`config.mk`:
```
export PLATFORM = sky130hd
export DESIGN_NAME = sdac_front
export DESIGN_NICKNAME = d
export VERILOG_FILES = /design/src/rtl/sdac_pkg.sv /design/src/rtl/sdac_sync.sv /design/src/rtl/sdac_shreg.sv /design/src/rtl/sdac_latch.sv /design/src/rtl/sdac_front.sv
export SDC_FILE = /design/constraint.sdc
export NUM_CORES = 1
export LEC_CHECK = 0
export BUFFER_PORTS_ARGS = -buffer_cell sky130_fd_sc_hd__buf_4
export CAP_MARGIN = 40
export CELL_PAD_IN_SITES_DETAIL_PLACEMENT = 0
export CELL_PAD_IN_SITES_GLOBAL_PLACEMENT = 2
export CORE_MARGIN = 2
export CORE_UTILIZATION = 33
export DETAILED_ROUTE_END_ITERATION = 7
export MAX_ROUTING_LAYER = met4
export PLACE_DENSITY_LB_ADDON = 0.1
export REMOVE_ABC_BUFFERS = 1
export SETUP_SLACK_MARGIN = 0.15
export SYNTH_ARGS = -nofsm -noshare
export SYNTH_HDL_FRONTEND = slang
export SYNTH_SLANG_ARGS = --single-unit
```
`constraint.sdc`:
```
create_clock -name clk -period 1.6 [get_ports clk]
set_input_delay 0.4 -clock clk [delete_from_list [all_inputs] [get_ports clk]]
set_output_delay 0.4 -clock clk [all_outputs]
set_load 0.03 [all_outputs]
```
`src/rtl/sdac_pkg.sv`:
```
package sdac_pkg;
   localparam int FRAME_W   = 16;
   localparam int CODE_W    = 12;
   localparam int SYNC_W    = 3;
   // bus order of the synchronised pins
   localparam int PIN_SDI   = 0;
   localparam int PIN_SCLK  = 1;
   localparam int PIN_SEL   = 2;
   typedef logic [CODE_W-1:0] code_t;
endpackage

```
`src/rtl/sdac_sync.sv`:
```
module sdac_sync #(
   parameter int                WIDTH   = 3,
   parameter int                STAGES  = 2,
   parameter logic [WIDTH-1:0]  RST_VAL = '0
) (
   input  logic             clk,
   input  logic             rst,
   input  logic [WIDTH-1:0] d_i,
   output logic [WIDTH-1:0] q_o
);
   logic [WIDTH-1:0] chain [STAGES];

   if (STAGES < 2) begin : g_bad_stages
      $error("sdac_sync: STAGES must be at least 2");
   end

   always_ff @(posedge clk) begin
      if (rst) begin
         for (int i = 0; i < STAGES; i++) chain[i] <= RST_VAL;
      end else begin
         chain[0] <= d_i;
         for (int i = 1; i < STAGES; i++) chain[i] <= chain[i-1];
      end
   end

   assign q_o = chain[STAGES-1];
endmodule

```
`src/rtl/sdac_shreg.sv`:
```
module sdac_shreg
   import sdac_pkg::*;
#(
   parameter int RES_BITS = 12
) (
   input  logic                clk,
   input  logic                rst,
   input  logic                sclk_s,
   input  logic                sdi_s,
   input  logic                sel_s,
   output logic [RES_BITS-1:0] data_o,
   output logic                sdo_o
);
   logic [FRAME_W-1:0] sr;
   logic               sclk_d;
   logic               rise, fall;

   assign rise = sclk_s & ~sclk_d;
   assign fall = ~sclk_s & sclk_d;

   always_ff @(posedge clk) begin
      if (rst) begin
         sclk_d <= 1'b0;
         sr     <= '0;
         sdo_o  <= 1'b0;
      end else begin
         sclk_d <= sclk_s;
         if (rise && !sel_s) sr    <= {sr[FRAME_W-2:0], sdi_s};
         if (fall && !sel_s) sdo_o <= sr[FRAME_W-1];
      end
   end

   assign data_o = sr[CODE_W-1 -: RES_BITS];


   sel_holds_reg_chk: assert property (@(posedge clk) disable iff (rst)
      sel_s |=> $stable(sr));

   sel_holds_sdo_chk: assert property (@(posedge clk) disable iff (rst)
      sel_s |=> $stable(sdo_o));

   rise_keeps_sdo_chk: assert property (@(posedge clk) disable iff (rst)
      rise |=> $stable(sdo_o));
endmodule

```
`src/rtl/sdac_latch.sv`:
```
module sdac_latch
   import sdac_pkg::*;
#(
   parameter int RES_BITS = 12
) (
   input  logic                clk,
   input  logic                rst,
   input  logic                sel_s,
   input  logic [RES_BITS-1:0] data_i,
   output code_t               code_o,
   output logic                upd_o
);
   localparam int PAD = CODE_W - RES_BITS;

   logic  sel_d;
   logic  load;
   code_t code_n;

   assign load = sel_s & ~sel_d;

   if (PAD == 0) begin : g_full
      assign code_n = data_i;
   end else begin : g_pad
      assign code_n = {data_i, {PAD{1'b0}}};
   end

   always_ff @(posedge clk) begin
      if (rst) begin
         sel_d  <= 1'b1;
         code_o <= '0;
         upd_o  <= 1'b0;
      end else begin
         sel_d <= sel_s;
         upd_o <= load;
         if (load) code_o <= code_n;
      end
   end


   code_hold_chk: assert property (@(posedge clk) disable iff (rst)
      !load |=> $stable(code_o));

   upd_follows_load_chk: assert property (@(posedge clk) disable iff (rst)
      load |=> upd_o);

   upd_single_chk: assert property (@(posedge clk) disable iff (rst)
      upd_o |=> !upd_o);

   if (PAD > 0) begin : g_pad_chk

      pad_zero_chk: assert property (@(posedge clk) disable iff (rst)
         code_o[PAD-1:0] == '0);
   end
endmodule

```
`src/rtl/sdac_front.sv`:
```
module sdac_front
   import sdac_pkg::*;
#(
   parameter int RES_BITS    = 12,
   parameter int SYNC_STAGES = 2
) (
   input  logic        clk,
   input  logic        rst,
   input  logic        sclk_i,
   input  logic        sdi_i,
   input  logic        sel_n_i,
   output logic        sdo_o,
   output logic [11:0] code_o,
   output logic        upd_o
);
   localparam logic [SYNC_W-1:0] PIN_RST = SYNC_W'(1) << PIN_SEL;

   if (RES_BITS != 8 && RES_BITS != 10 && RES_BITS != 12) begin : g_bad_res
      $error("sdac_front: RES_BITS must be 8, 10 or 12");
   end

   logic [SYNC_W-1:0]   pins_s;
   logic [RES_BITS-1:0] data;

   sdac_sync #(
      .WIDTH   (SYNC_W),
      .STAGES  (SYNC_STAGES),
      .RST_VAL (PIN_RST)
   ) u_sync (
      .clk (clk),
      .rst (rst),
      .d_i ({sel_n_i, sclk_i, sdi_i}),
      .q_o (pins_s)
   );

   sdac_shreg #(.RES_BITS(RES_BITS)) u_shreg (
      .clk    (clk),
      .rst    (rst),
      .sclk_s (pins_s[PIN_SCLK]),
      .sdi_s  (pins_s[PIN_SDI]),
      .sel_s  (pins_s[PIN_SEL]),
      .data_o (data),
      .sdo_o  (sdo_o)
   );

   sdac_latch #(.RES_BITS(RES_BITS)) u_latch (
      .clk    (clk),
      .rst    (rst),
      .sel_s  (pins_s[PIN_SEL]),
      .data_i (data),
      .code_o (code_o),
      .upd_o  (upd_o)
   );


   reset_clear_chk: assert property (@(posedge clk)
      rst |=> (code_o == '0 && !sdo_o && !upd_o));
endmodule

```
==> flow_summary.ini, run 1 <==
[run_status]
status = completed

[floorplan]
row_count = 23
fp.dieH_um = 67.99
core_area_um2 = 3971
ios = 19
die_area_um2 = 4623
start_util = 0.3403
die_x_um = 67.99

[sta]
final-hold-violation-count = 0
clock_skew_ns = 0.004984
setup_viol = 0
max_slew.worst_pin.slew_ns = 0.4457
max_slew_margin = 0.7028
rsz0062_at_grt = no
slew_violations = 0
fin_tns_setup_ns = 0
fin_crit_ns = 1.212
fin_crit_sh = 0.7574
fmax_mhz = 825.2

[yosys]
synth_top_flop_cell = dfxtp_1
synthCells = 147
ys_types = 17
yosysWarnings = 0
ys_seq_elements = 38
ys_seq_area_frac = 0.5630
avgSynthCellArea_um2 = 9.192
yosys-top-cells-area = dfxtp_1, nand2_1, a21oi_1
yosysMostFrequentCell = nand2_1
async_flop_share = 0
synth_edf_count = 0
synth_top_cell_by_area = dfxtp_1
synth_common_cells = nand2_1, dfxtp_1, a21oi_1, a21oi_2, nand2_2
synth_top_area_frac = 0.5630
netlist_area_um2 = 1351

[cts]
cts_hold_buf = 0
cts_made_buffers = 5
clock_path_buffers = 2
numClockSinks = 38
clk_latency_ns = 0.28
cts.clk_slew.worst_paths_ns = 0.07
cts_tree = yes
htreeDepth = 2
cts-root-buf = clkbuf_8
cts_resized = 0
cts_setup_buffers = 0

[global_routing]
grt-ovfl-total = 0
grt_max_degree = 39
grt_usage = 0.1223
grt_pass1_vias = 922
grt_first_pass_wirelength_um = 4057
antenna_found_initial = 0

[setup_path]
crit_family = simple AND/OR/NAND/NOR gates
critical_path_class = reg2reg
path_cells = or3b_1 > buf_4 > nand2_1 > a21oi_1
startpoint = u_sync.chain[0][4]
cp_max_fo = 16
endpoint_kind = flop
cp_slowest_cell = dfxtp_1
cp_data_required_time_ns = 1.75
r2r-start = u_sync.chain[0][4]
cp.buffers_inverters = 1
worstPathArrival_ns = 1.36
max_stage_delay_ns = 0.37
cp-start-kind = flop

[finish]
drive_above_1_share = 0.3133
syn_to_final_growth_pct = 17.59
final_nets = 171
num_antenna_cells = 0

[routing]
drc_errors = 0
drt_first_pass_iters = 3
detail-route-antenna-nets = 0
drt_iter0_markers = 52
wire_per_inst_um = 10.73
vias = 951
routed_wl_um = 2317
viasPerCell = 4.403

[power_and_ir_drop]
peakVddDrop_uv = 581.2
p_total_w = 0.001597
p_leak_nw = 0.5486
powerDensity_nw_per_um2 = 1005

[hold_path]
hp-class = in2reg
worstHoldStart = sel_n_i

[place]
dp_hpwl_um = 1460
gp_congestion = 0.6509
numPortBuffers = 18

[run]
max_cap_violations = 0
cell type report:
| class | instances | area, um2 |
|---|---|---|
| Clock buffer | 5 | 68.82 |
| Clock inverter | 2 | 10.01 |
| Tap cell | 50 | 62.56 |
| Fill cell | 412 | 2382 |
| Multi-Input combinational cell | 100 | 529.3 |
| Timing Repair Buffer | 21 | 157.7 |
| Sequential cell | 38 | 760.7 |
cell families after synthesis:
family,after synthesis,synth area share
and+or+nand+nor,71,0.2528
DFF,38,0.5630
AOI/OAI and AO/OA,28,0.1315
muxes,1,0.007408
buffers and inverters,9,0.04536
state kept, by name (all words and copies together) (netlist names):
signal / flops
u_shreg.sclk_d: 1
u_latch.upd_o: 1
u_sync.chain: 6
u_shreg.sdo_o: 1
u_shreg.sr: 16
u_latch.code_o: 12
u_latch.sel_d: 1
cells in the final DEF, fill, tap and decap left out:
master,instances
clkinv_2,2
a21oi_2,10
nor2b_1,6
nor3b_4,1
nand2_1,46
nor2_1,2
nor3b_1,1
or2b_1,1
buf_4,21
nand2_2,10
mux2i_1,1
or2_2,3
clkbuf_8,5
or3b_1,1
a21oi_1,18
dfxtp_1,38
stage by stage:
step                      setup WS (ns)  cell area (um2)    util  hold slack, ns  cells
after floorplan                  0.3372             1290       -          0.3895    138
after global placement           0.3982             1510  0.3803          0.3948    209
after detailed placement         0.3871             1510  0.3803          0.3973    209
after CTS                        0.3807             1589  0.4001          0.2906    216
after global routing             0.2534             1589  0.4001          0.2807    216
final                            0.3881             1589  0.4001          0.3008    216
final timing paths:
path	endpoint	slack, ns	cells past startpoint
setup / recovery	u_shreg.sr[3]	0.39	4
hold / removal	u_sync.chain[0][2]	0.30	2
setup reg to reg	u_shreg.sr[3]	0.39	4
hold reg to reg	u_sync.chain[0][5]	0.41	1
report_power, final:
| group | internal (W) | switching, W | total (W) |
|---|---|---|---|
| clock network | 0.000292 | 0.000305 | 0.000597 |
| registers | 0.000954 | 0.00000440 | 0.000959 |
| logic | 0.0000153 | 0.0000269 | 0.0000422 |
per-layer routing:
metal | track usage | wire length [um] | part of all wire
met5 | - | 0 | 0
met4 | 0.05250 | 19 | 0.0082
met3 | 0.03947 | 104 | 0.045
met2 | 0.1990 | 1112 | 0.48
met1 | 0.1376 | 1081 | 0.47
No activity file was read; power rests on OpenSTA's default activity.
==> run 2: changes to the inputs <==
- ABC_AREA: default -> 1
- CORE_UTILIZATION: 33 -> 31
- clock period: 1.6 -> 1.2 ns (I/O delays scaled with it)
==> flow_summary.ini, run 2 <==
[finish]
seqCellArea_um2 = 778.2
final_cells = 265
reg.largest.list = u_shreg.sr x16, u_latch.code_o x12, u_sync.chain x6
largest_reg_flops = 16
syn_to_final_growth_pct = 23.62
fill_cells = 479
final_common_cell = nor2_1
largest_register = u_shreg.sr
drive_above_1_share = 0.2394
final_nets = 217
num_antenna_cells = 0
final_cell_mix = nor2_1, nand2_1, inv_1, dfxtp_1
multi_input_area_um2 = 473.0

[yosys]
async_flop_share = 0
ys_types = 16
yosysMostFrequentCell = nor2_1
synthXorXnorAreaFrac = 0
avgSynthCellArea_um2 = 7.527
synth_top_cell_by_area = dfxtp_1
synth_top_flop_cell = dfxtp_1
yosysWarnings = 0
synthAdderAreaFrac = 0
synth_top_family_by_area = simple AND/OR/NAND/NOR gates
netlist_area_um2 = 1430
synthCells = 190
synth_edf_count = 0
ys_seq_area_frac = 0.5319
synth_simple_gate_area_share = 0.2887
muxShareOfSynthArea = 0
synth_top_area_frac = 0.5319
synth_compound_area_frac = 0.04199
synth_common_cells = nor2_1, dfxtp_1, nand2_1, inv_1, o21ai_0
ys_seq_elements = 38
yosys-top-cells-area = dfxtp_1, nor2_1, nand2_1

[floorplan]
start_util = 0.3240
ios = 19
die_x_um = 71.92
core_area_um2 = 4414
row_count = 24
fp.dieH_um = 71.92
die_area_um2 = 5172

[sta]
max_slew_margin = 0.8811
fin_tns_setup_ns = 0
rsz0062_at_grt = yes
setup_viol = 0
max_slew.worst_pin.slew_ns = 0.1765
slew_violations = 0
clock_skew_ns = 0.002144
fmax_mhz = 952.9
fin_crit_ns = 1.049
fin_crit_sh = 0.8745
final-hold-violation-count = 0

[routing]
drt_first_pass_iters = 4
viasPerCell = 4.181
detail-route-antenna-nets = 0
routed_wl_um = 2466
drt_iter0_markers = 59
drc_errors = 0
wire_per_inst_um = 9.306
vias = 1108

[setup_path]
worstPathArrival_ns = 0.75
cp_max_fo = 2
cp_slowest_cell = dfxtp_2
crit_family = flip-flops
critical_path_class = reg2out
path_cells = buf_6
endpoint_kind = output port
max_stage_delay_ns = 0.34
cp.buffers_inverters = 1
cp_data_required_time_ns = 0.90
cp-start-kind = flop

[cts]
cts_made_buffers = 5
clk_latency_ns = 0.28
cts_hold_buf = 0
cts_tree = yes
numClockSinks = 38
cts-root-buf = clkbuf_8
htreeDepth = 2
cts.clk_slew.worst_paths_ns = 0.07
clock_path_buffers = 2

[run]
max_cap_violations = 0

[power_and_ir_drop]
peakVddDrop_uv = 782.5
p_total_w = 0.002360
powerDensity_nw_per_um2 = 1335
p_leak_nw = 0.9036

[global_routing]
grt_first_pass_wirelength_um = 4250
grt-ovfl-total = 0
grt_max_degree = 31
grt_pass1_vias = 992
grt_usage = 0.1121
antenna_found_initial = 0

[place]
dp.cells = 256
gp_congestion = 0.6513
dp_hpwl_um = 1605
numPortBuffers = 18

[run_status]
status = completed

[hold_path]
hp-class = in2reg
==> run 2: cell count changes in the layout (fill, tap and decap cells not counted), moves of 6 or more <==
cell     previous run  this run
nand2_2            10         1
buf_4              21         8
a21oi_2            10         0
inv_1               0        25
buf_6               0        14
a21oi_1            18         0
nor2b_1             6         0
nor2_1              2        64
o21ai_0             0        11
dfxtp_2             0        14
nand2_1            46        35
dfxtp_1            38        24
==> run 2: per-layer routing <==
layer,wire (um),GRT usage
met1,1129,0.1193
met2,1200,0.1759
met3,120,0.05139
met4,17,0.05660
met5,0,-
==> run 2: cell families after synthesis <==
kind of cell	count (synthesis)
buffers and inverters	36
and+or+nand+nor	104
AOI/OAI and AO/OA	12
DFF	38
==> run 2: what timing repair did <==
item	4_1_cts	5_1_grt
setup endpoints to repair	14	14
buffers inserted	0	1
resized for setup	28	0
pin swaps	0	0
gates cloned	0	0
==> run 2: area by class of cell <==
| type | count | share of cell area |
|---|---|---|
| sequential | 38 | 0.4402 |
| multi-input combinational | 116 | 0.2675 |
| timing repair buffer | 24 | 0.1458 |
| inverter | 27 | 0.05803 |
| clock buffer | 7 | 0.04883 |
| tap | 52 | 0.03680 |
| clock inverter | 1 | 0.002831 |
==> run 2: path summary, 6_finish.rpt <==
kind | from | endpoint | slack [ns] | cells past startpoint
worst max-delay path | u_shreg.sdo_o | sdo_o | 0.15 | 1
worst min-delay path | sel_n_i | u_sync.chain[0][2] | 0.20 | 2
worst max register to register | u_sync.chain[0][5] | u_latch.code_o[6] | 0.25 | 4
worst min register to register | u_sync.chain[0][0] | u_sync.chain[0][3] | 0.40 | 2
==> run 2: power breakdown <==
part / internal [W] / switching [W] / leakage [nW]
registers: 0.00130 / 0.0000175 / 0.315
clock network: 0.000463 / 0.000421 / 0.0482
logic: 0.0000711 / 0.0000925 / 0.540
==> run 2: stage by stage <==
step,setup slack (ns),area (um2),hold WS [ns],util
after floorplan,0.2964,1336,0.3712,-
after global placement,0.2355,1599,0.3919,0.3622
after detailed placement,0.2329,1599,0.3955,0.3622
after CTS,0.1293,1760,0.1814,0.3988
after global routing,0.1099,1768,0.1829,0.4005
final,0.1506,1768,0.1980,0.4005
